## config.mk

```make
export PLATFORM = sky130hd
export DESIGN_NAME = frac_clk_div
export DESIGN_NICKNAME = d
export VERILOG_FILES = /design/src/rtl/frac_div_pkg.sv /design/src/rtl/fdiv_decode.sv /design/src/rtl/fdiv_phase.sv /design/src/rtl/fdiv_level.sv /design/src/rtl/frac_clk_div.sv
export SDC_FILE = /design/constraint.sdc
export NUM_CORES = 1
export LEC_CHECK = 0
export BUFFER_PORTS_ARGS = -buffer_cell sky130_fd_sc_hd__buf_4
export CAP_MARGIN = 20
export CORE_MARGIN = 2
export CORE_UTILIZATION = 50
export DETAILED_ROUTE_END_ITERATION = 6
export PLACE_DENSITY = 0.67
export RECOVER_POWER = 100
export SYNTH_ARGS = -nofsm -noshare
export SYNTH_HDL_FRONTEND = slang
export SYNTH_HIERARCHICAL = 1
export SYNTH_SLANG_ARGS = --single-unit
```

## constraint.sdc

```tcl
create_clock -name clk_i -period 8.4 [get_ports clk_i]
set_clock_uncertainty 0.2 [all_clocks]
set_input_delay 1.68 -clock clk_i [delete_from_list [all_inputs] [get_ports clk_i]]
set_output_delay 1.68 -clock clk_i [all_outputs]
set_load 0.05 [all_outputs]
```

## src/rtl/frac_div_pkg.sv

```systemverilog
package frac_div_pkg;
  localparam int SEL_W = 3;
  localparam int PH_W  = 5;

  typedef logic [SEL_W-1:0] sel_t;
  typedef logic [PH_W-1:0]  ph_t;

  typedef struct packed {
    ph_t period;  // output period in input half-periods
    ph_t high;    // half-periods of high level at the start of a period
  } ratio_t;

  function automatic ratio_t code_to_ratio(sel_t code);
    ratio_t r;
    case (code)
      3'b001:  r.period = PH_W'(2);
      3'b010:  r.period = PH_W'(3);
      3'b011:  r.period = PH_W'(4);
      3'b101:  r.period = PH_W'(8);
      3'b110:  r.period = PH_W'(12);
      3'b111:  r.period = PH_W'(16);
      default: r.period = PH_W'(6);
    endcase
    r.high = (r.period + PH_W'(1)) >> 1;
    return r;
  endfunction
endpackage

```

## src/rtl/fdiv_decode.sv

```systemverilog
module fdiv_decode
  import frac_div_pkg::*;
(
  input  sel_t   code_i,
  output ratio_t ratio_o
);
  always_comb ratio_o = code_to_ratio(code_i);
endmodule

```

## src/rtl/fdiv_phase.sv

```systemverilog
module fdiv_phase
  import frac_div_pkg::*;
(
  input  logic   clk_i,
  input  logic   rst_ni,
  input  sel_t   sel_i,
  output ratio_t ratio_o,  // ratio governing the current input cycle
  output ph_t    first_o,  // half index covered by the high phase of clk_i
  output ph_t    second_o  // half index covered by the low phase of clk_i
);
  sel_t   active_q;
  ph_t    ph_q;
  ratio_t req_r, act_r, eff_r;
  logic   edge_bound;
  ph_t    sum1, sum2, ph_d;

  fdiv_decode u_dec_req (.code_i(sel_i),    .ratio_o(req_r));
  fdiv_decode u_dec_act (.code_i(active_q), .ratio_o(act_r));

  // A period boundary on a rising edge is the only point where the ratio may change
  always_comb begin
    edge_bound = (ph_q == '0);
    eff_r      = edge_bound ? req_r : act_r;
    sum1       = ph_q + PH_W'(1);
    sum2       = ph_q + PH_W'(2);
    second_o   = (sum1 == eff_r.period) ? '0 : sum1;
    ph_d       = (sum2 >= eff_r.period) ? (sum2 - eff_r.period) : sum2;
    first_o    = ph_q;
    ratio_o    = eff_r;
  end

  always_ff @(posedge clk_i or negedge rst_ni) begin
    if (!rst_ni) begin
      active_q <= '0;
      ph_q     <= '0;
    end else begin
      if (edge_bound) active_q <= sel_i;
      ph_q <= ph_d;
    end
  end
endmodule

```

## src/rtl/fdiv_level.sv

```systemverilog
module fdiv_level
  import frac_div_pkg::*;
(
  input  logic   clk_i,
  input  logic   rst_ni,
  input  ratio_t ratio_i,
  input  ph_t    first_i,
  input  ph_t    second_i,
  output logic   hi_q_o,
  output logic   lo_q_o,
  output logic   tick_q_o
);
  always_ff @(posedge clk_i or negedge rst_ni) begin
    if (!rst_ni) begin
      hi_q_o   <= 1'b0;
      lo_q_o   <= 1'b0;
      tick_q_o <= 1'b0;
    end else begin
      hi_q_o   <= (first_i  < ratio_i.high);
      lo_q_o   <= (second_i < ratio_i.high);
      tick_q_o <= (first_i == '0) || (second_i == '0);
    end
  end
endmodule

```

## src/rtl/frac_clk_div.sv

```systemverilog
module frac_clk_div
  import frac_div_pkg::*;
(
  input  logic             clk_i,
  input  logic             rst_ni,
  input  logic [SEL_W-1:0] sel_i,
  output logic             clk_o,
  output logic             tick_o
);
  ratio_t ratio;
  ph_t    first_idx, second_idx;
  logic   hi_q, lo_q, tick_q;

  fdiv_phase u_phase (
    .clk_i    (clk_i),
    .rst_ni   (rst_ni),
    .sel_i    (sel_i),
    .ratio_o  (ratio),
    .first_o  (first_idx),
    .second_o (second_idx)
  );

  fdiv_level u_level (
    .clk_i    (clk_i),
    .rst_ni   (rst_ni),
    .ratio_i  (ratio),
    .first_i  (first_idx),
    .second_i (second_idx),
    .hi_q_o   (hi_q),
    .lo_q_o   (lo_q),
    .tick_q_o (tick_q)
  );

  // Each input phase shows the level registered for it
  always_comb begin
    clk_o  = clk_i ? hi_q : lo_q;
    tick_o = tick_q;
  end
endmodule

```

==> results by group, run 1 <==
Final layout
  – Layout cells sized above 1: 18.0%
  – Commonest cells after routing, fill and taps aside: 14 x ha_1, 12 x xnor2_1, 11 x inv_1, 11 x a21oi_1, 11 x dfrtp_1
  – Most common cell after layout, fill and taps aside: ha_1
  – Fill count: 240
  – Final Net Count: 170
  – N_diodes: 0
  – Area grow syn2layout: 3.71%

Clock network
  – Later-pin clock latency in the skew report: 0.38 ns
  – Post-CTS Setup Repair Bufs: 0
  – Clock tree from TritonCTS: yes
  – Clock transition at path regs: 0.06 ns
  – PostCTS Resize Cnt: 0
  – Hold buffers post-CTS: 0

Setup path
  – Crit path capture type: output pin
  – Startpoint Class: clock port
  – Critical Path Most Common Cell: clkbuf_4
  – Kind of critical path: clock port to output pin
  – Critical path peak fanout: 2
  – Worst path slowest cell: clkbuf_1
  – WP data required: 6.52 ns
  – CP arrival: 5.07 ns
  – CP peak stage delay: 0.45 ns
  – Crit path cell chain: clkbuf_4 > clkbuf_4 > mux2_4 > clkbuf_1

Synthesis
  – Yosys warns: 6
  – Syn Inst Count: 143
  – Syn nets: 162
  – Average size of a mapped cell: 9.19 um^2
  – Area of the mapped netlist: 0.00131 mm^2

Placement
  – Number of port buffers: 6
  – Gpl congestion: 0.839
  – Detail Placement HPWL: 1.95 mm

Drt
  – Drt total wl: 2.52 mm
  – Via count: 993
  – DR vias/cell: 5.52
  – Post-DRT Antenna Nets: 0
  – Initial DRT Pass Iterations: 4
  – DRT iter0 DRCs: 35
  – Remaining DRCs: 0
  – Wire length per cell: 14.0 um

Power
  – NetSw: 0.0000392 W
  – Seq pwr share: 39.1%
  – Net Sw Frac: 28.6%
  – P_int: 0.0000977 W
  – VDD IR-drop max: 0.000127 V
  – Clock Power Share: 54.7%
  – Combinational share of power: 6.2%
  – Power per cell area: 100 mW/mm^2
  – Cell leakage power: 0.637 nW

Timing
  – Hold Fails Final Rpt: 0
  – Actual slew at the worst max-slew pin: 2.93 ns
  – Final setup viols: 0
  – Max_slew headroom: -98.1%
  – Max Slew Vio Count: 14
  – Unrepaired setup endpoints after global routing: false
  – Hold slack: 0.476 ns
  – Total negative slack: 0 ns

Run status
  – Outcome: complete, but fails checks
  – Failing checks: capacitance limit, slew limit

Global route
  – GRT Overall Usage: 19.4%
  – Wire length of the first global-routing pass: 4.52 mm
  – Grt total ovfl: 0
  – Antenna violations before repair: 0
  – Pin count of the biggest net entering global routing: 14
  – Number of global-route vias before repair: 999

Floorplan
  – Die Height: 55.3 um
  – # rows: 18
  – Initial core utilization: 53.0%
  – Full die area: 0.00305 mm^2
  – I/O Pins: 7
  – Floorplan core area: 0.00248 mm^2
  – DIE WIDTH: 55.3 um

Run
  – Max-cap violation count: 1

Worst hold path
  – Hold/Removal Path Class: flip-flop to flip-flop
## power groups by stage
stage	Clock (W)	Sequential (W)	Combinational, W
floorplan	0.0000165	0.0000545	0.00000564
global placement	0.0000200	0.0000545	0.00000830
detailed placement	0.0000200	0.0000545	0.00000855
CTS	0.0000808	0.0000535	0.00000859
global route	0.0000819	0.0000535	0.00000959
finish	0.0000749	0.0000536	0.00000842
## path summary, 6_finish.rpt
| kind | from | to | slack [ns] | depth (start not counted) |
|---|---|---|---|---|
| max | clk_i | clk_o | 1.45 | 4 |
| min | u_phase/first_o[0] | u_phase/first_o[0] | 0.48 | 2 |
| max reg2reg | u_phase/first_o[1] | u_level/tick_q_o | 2.82 | 10 |
| min reg2reg | u_phase/first_o[0] | u_phase/first_o[0] | 0.48 | 2 |
| max in group asynchronous | rst_ni | u_level/tick_q_o | 6.58 | 1 |
| min in group asynchronous | rst_ni | u_level/lo_q_o | 1.06 | 1 |
## metal layers
| metal | vias up | global-route usage (%) | wire [um] | share of wire, % |
|---|---|---|---|---|
| met1 | 469 | 23.1 | 1140 | 45 |
| met3 | 5 | 7.49 | 98 | 3.9 |
| met4 | 0 | 10.1 | 33 | 1.3 |
| li1 | 504 | - | - | - |
| met5 | - | 0 | 0 | 0 |
| met2 | 15 | 30.3 | 1250 | 49 |
## area by class of cell
type	count	area (um^2)	share of cell area (%)
clock buffer	8	52.6	3.86
inverter	11	41.3	3.03
multi-input combinational	115	926	68.0
sequential	11	275	20.2
tap	30	37.5	2.75
timing repair buffer	5	30.0	2.20
## metrics by stage
stage                     cell area, um^2  std cells  setup slack [ns]  utilization, %  power (W)
after detailed placement             1350        173              1.86            54.4  0.0000831
after global placement               1350        173              1.86            54.4  0.0000828
after floorplan                      1310        143              1.96               -  0.0000766
after global routing                 1360        180              1.43            55.0   0.000145
final                                1360        180              1.45            55.0   0.000137
after CTS                            1400        180              1.60            56.4   0.000143
## registers in the layout, summed over array words and instances, names as in the netlist
name	flops
u_level/tick_q_o	1
u_phase/active_q	3
u_level/hi_q_o	1
u_phase/first_o	5
u_level/lo_q_o	1
## worst max-delay path: cells and delay by family
kind                   cells  cell delay, ns
buffers and inverters      3            0.69
multiplexers               1            0.18
No activity file was read; power rests on OpenSTA's default activity.
==> run 2: changes to the inputs <==
- ABC_AREA: not set -> 1
- clock period: 8.4 -> 7 ns (I/O delays scaled with it)
==> run 2 against run 1 <==
The run now ends clean. Utilization fell by 1.2 points. Synthesized cell count is 67% higher. Global-route usage increased by 1.8 points. Via count grew 43%. Design area rose by 19%. Non-clock buffer count unchanged. Worst setup slack got worse by 0.56 ns. Cell count up 57%. First-iteration DRC count rose by 110%. Register-to-register slack better by 0.25 ns.
==> results by group, run 2 <==
Clock network
  – Clock transition at path regs: 0.07 ns (about the same)
  – Hold buffers post-CTS: 0 (unchanged)
  – Post-CTS Setup Repair Bufs: 0 (unchanged)
  – Clock tree from TritonCTS: yes
  – Later-pin clock latency in the skew report: 0.38 ns (about the same)
  – PostCTS Resize Cnt: 0 (unchanged)

Timing
  – Hold Fails Final Rpt: 0 (unchanged)
  – Final setup viols: 0 (unchanged)
  – Total negative slack: 0 ns (unchanged)
  – Actual slew at the worst max-slew pin: 0.596 ns (-2.33 ns)
  – Max_slew headroom: 60.2% (+160 points)
  – Unrepaired setup endpoints after global routing: false
  – Max Slew Vio Count: 0 (-14)

Run
  – Max-cap violation count: 0 (-1)

Global route
  – Antenna violations before repair: 0 (unchanged)
  – Grt total ovfl: 0 (unchanged)
  – GRT Overall Usage: 21.2% (+1.8 points)
  – Pin count of the biggest net entering global routing: 18 (+4)
  – Number of global-route vias before repair: 1,297 (+30%)
  – Wire length of the first global-routing pass: 5.62 mm (+24%)

Setup path
  – Crit path capture type: output pin
  – CP peak stage delay: 0.46 ns (about the same)
  – Sum of buffers and inverters on the critical path: 5 (+2)
  – Critical path peak fanout: 6 (+4)
  – Critical Path Most Common Cell: clkbuf_4
  – Crit path cell chain: clkbuf_4 > clkbuf_4 > clkbuf_4 > inv_1 > nand2_1 > nand2_1 > clkbuf_1
  – CP arrival: 4.51 ns (-0.56 ns)
  – Cell family with the largest share of critical-path delay: buffers and inverters
  – WP data required: 5.40 ns (-1.12 ns)
  – Startpoint Class: clock port
  – Kind of critical path: clock port to output pin
  – Worst path slowest cell: clkbuf_1

Placement
  – Detail Placement HPWL: 2.62 mm (+35%)
  – Gpl congestion: 0.868 (+3.5%)
  – Number of port buffers: 6 (unchanged)

Floorplan
  – Initial core utilization: 51.9% (-1.2 points)
  – # rows: 20 (+2)
  – Floorplan core area: 0.00300 mm^2 (+21%)
  – Full die area: 0.00358 mm^2 (+17%)
  – DIE WIDTH: 59.8 um (+8.2%)
  – I/O Pins: 7 (unchanged)
  – Die Height: 59.8 um (+8.2%)

Final layout
  – FF+latch area: 275 um^2 (unchanged)
  – N_diodes: 0 (unchanged)
  – Commonest cells after routing, fill and taps aside: 77 x nand2_1, 35 x inv_1, 22 x nand3_1
  – Fill count: 308 (+28%)
  – Max reg flops: 5 (unchanged)
  – Final Net Count: 269 (+58%)
  – Most common cell after layout, fill and taps aside: nand2_1
  – Layout cells sized above 1: 15.7% (-2.3 points)
  – Area grow syn2layout: 3.69% (about the same)
  – Footprint of the multi-input gates: 0.00107 mm^2 (+16%)

Drt
  – Wire length per cell: 11.5 um (-18%)
  – DRT iter0 DRCs: 75 (+110%)
  – Remaining DRCs: 0 (unchanged)
  – Via count: 1,422 (+43%)
  – Drt total wl: 3.25 mm (+29%)
  – Post-DRT Antenna Nets: 0 (unchanged)
  – DR vias/cell: 5.04 (-8.6%)
  – Initial DRT Pass Iterations: 4 (unchanged)

Synthesis
  – Area of the mapped netlist: 0.00156 mm^2 (+19%)
  – Yosys warns: 6 (unchanged)
  – Syn nets: 258 (+59%)
  – Syn Inst Count: 239 (+67%)
  – Average size of a mapped cell: 6.52 um^2 (-29%)

Worst hold path
  – Hold/Removal Path Class: flip-flop to flip-flop

Run status
  – Outcome: finished, final reports clean
==> run 2: layout make-up <==
class                      instances  share of cell area, %
timing repair buffer               5                   1.86
inverter                          38                   8.83
sequential                        11                   17.0
clock buffer                       8                   3.25
multi-input combinational        186                   66.2
clock inverter                     1                  0.232
tap                               33                   2.56
==> run 2: per-layer routing <==
metal | vias up | GRT usage, % | part of all wire (%)
met1 | 634 | 29.5 | 51
met4 | 0 | 11.1 | 1.2
li1 | 768 | - | -
met2 | 17 | 32.0 | 46
met5 | - | 0 | 0
met3 | 3 | 2.60 | 1.4
==> run 2: worst paths after layout <==
check | cells past startpoint | startpoint | end | slack, ns
min reg2reg | 2 | u_phase/first_o[0] | u_phase/first_o[0] | 0.45
max | 7 | clk_i | clk_o | 0.89
max in group asynchronous | 1 | rst_ni | u_level/tick_q_o | 5.43
min in group asynchronous | 1 | rst_ni | u_phase/active_q[2] | 0.79
min | 2 | u_phase/first_o[0] | u_phase/first_o[0] | 0.45
max reg2reg | 15 | u_phase/first_o[1] | u_level/lo_q_o | 3.07
==> run 2: through the flow <==
| step | setup WS, ns | instance area [um^2] | hold slack (ns) | std cells | utilization, % |
|---|---|---|---|---|---|
| 2_1_floorplan | 1.50 | 1560 | 0.365 | 239 | - |
| 3_3_place_gp | 1.61 | 1620 | 0.444 | 275 | 53.9 |
| 3_5_place_dp | 1.61 | 1620 | 0.440 | 275 | 53.9 |
| 4_1_cts | 1.13 | 1670 | 0.453 | 282 | 55.5 |
| 5_1_grt | 0.832 | 1620 | 0.512 | 282 | 53.8 |
| 6_report | 0.891 | 1620 | 0.447 | 282 | 53.8 |
==> run 2: tightest hold or removal path: cells and delay by family (launching register included) <==
family	cells	cell delay, ns
flops	1	0.45
simple gates	2	0.16
Power of run 2 is left out: the tool's default activity adds up to more than one toggle a clock period on the data nets, which glitch-free logic cannot reach.
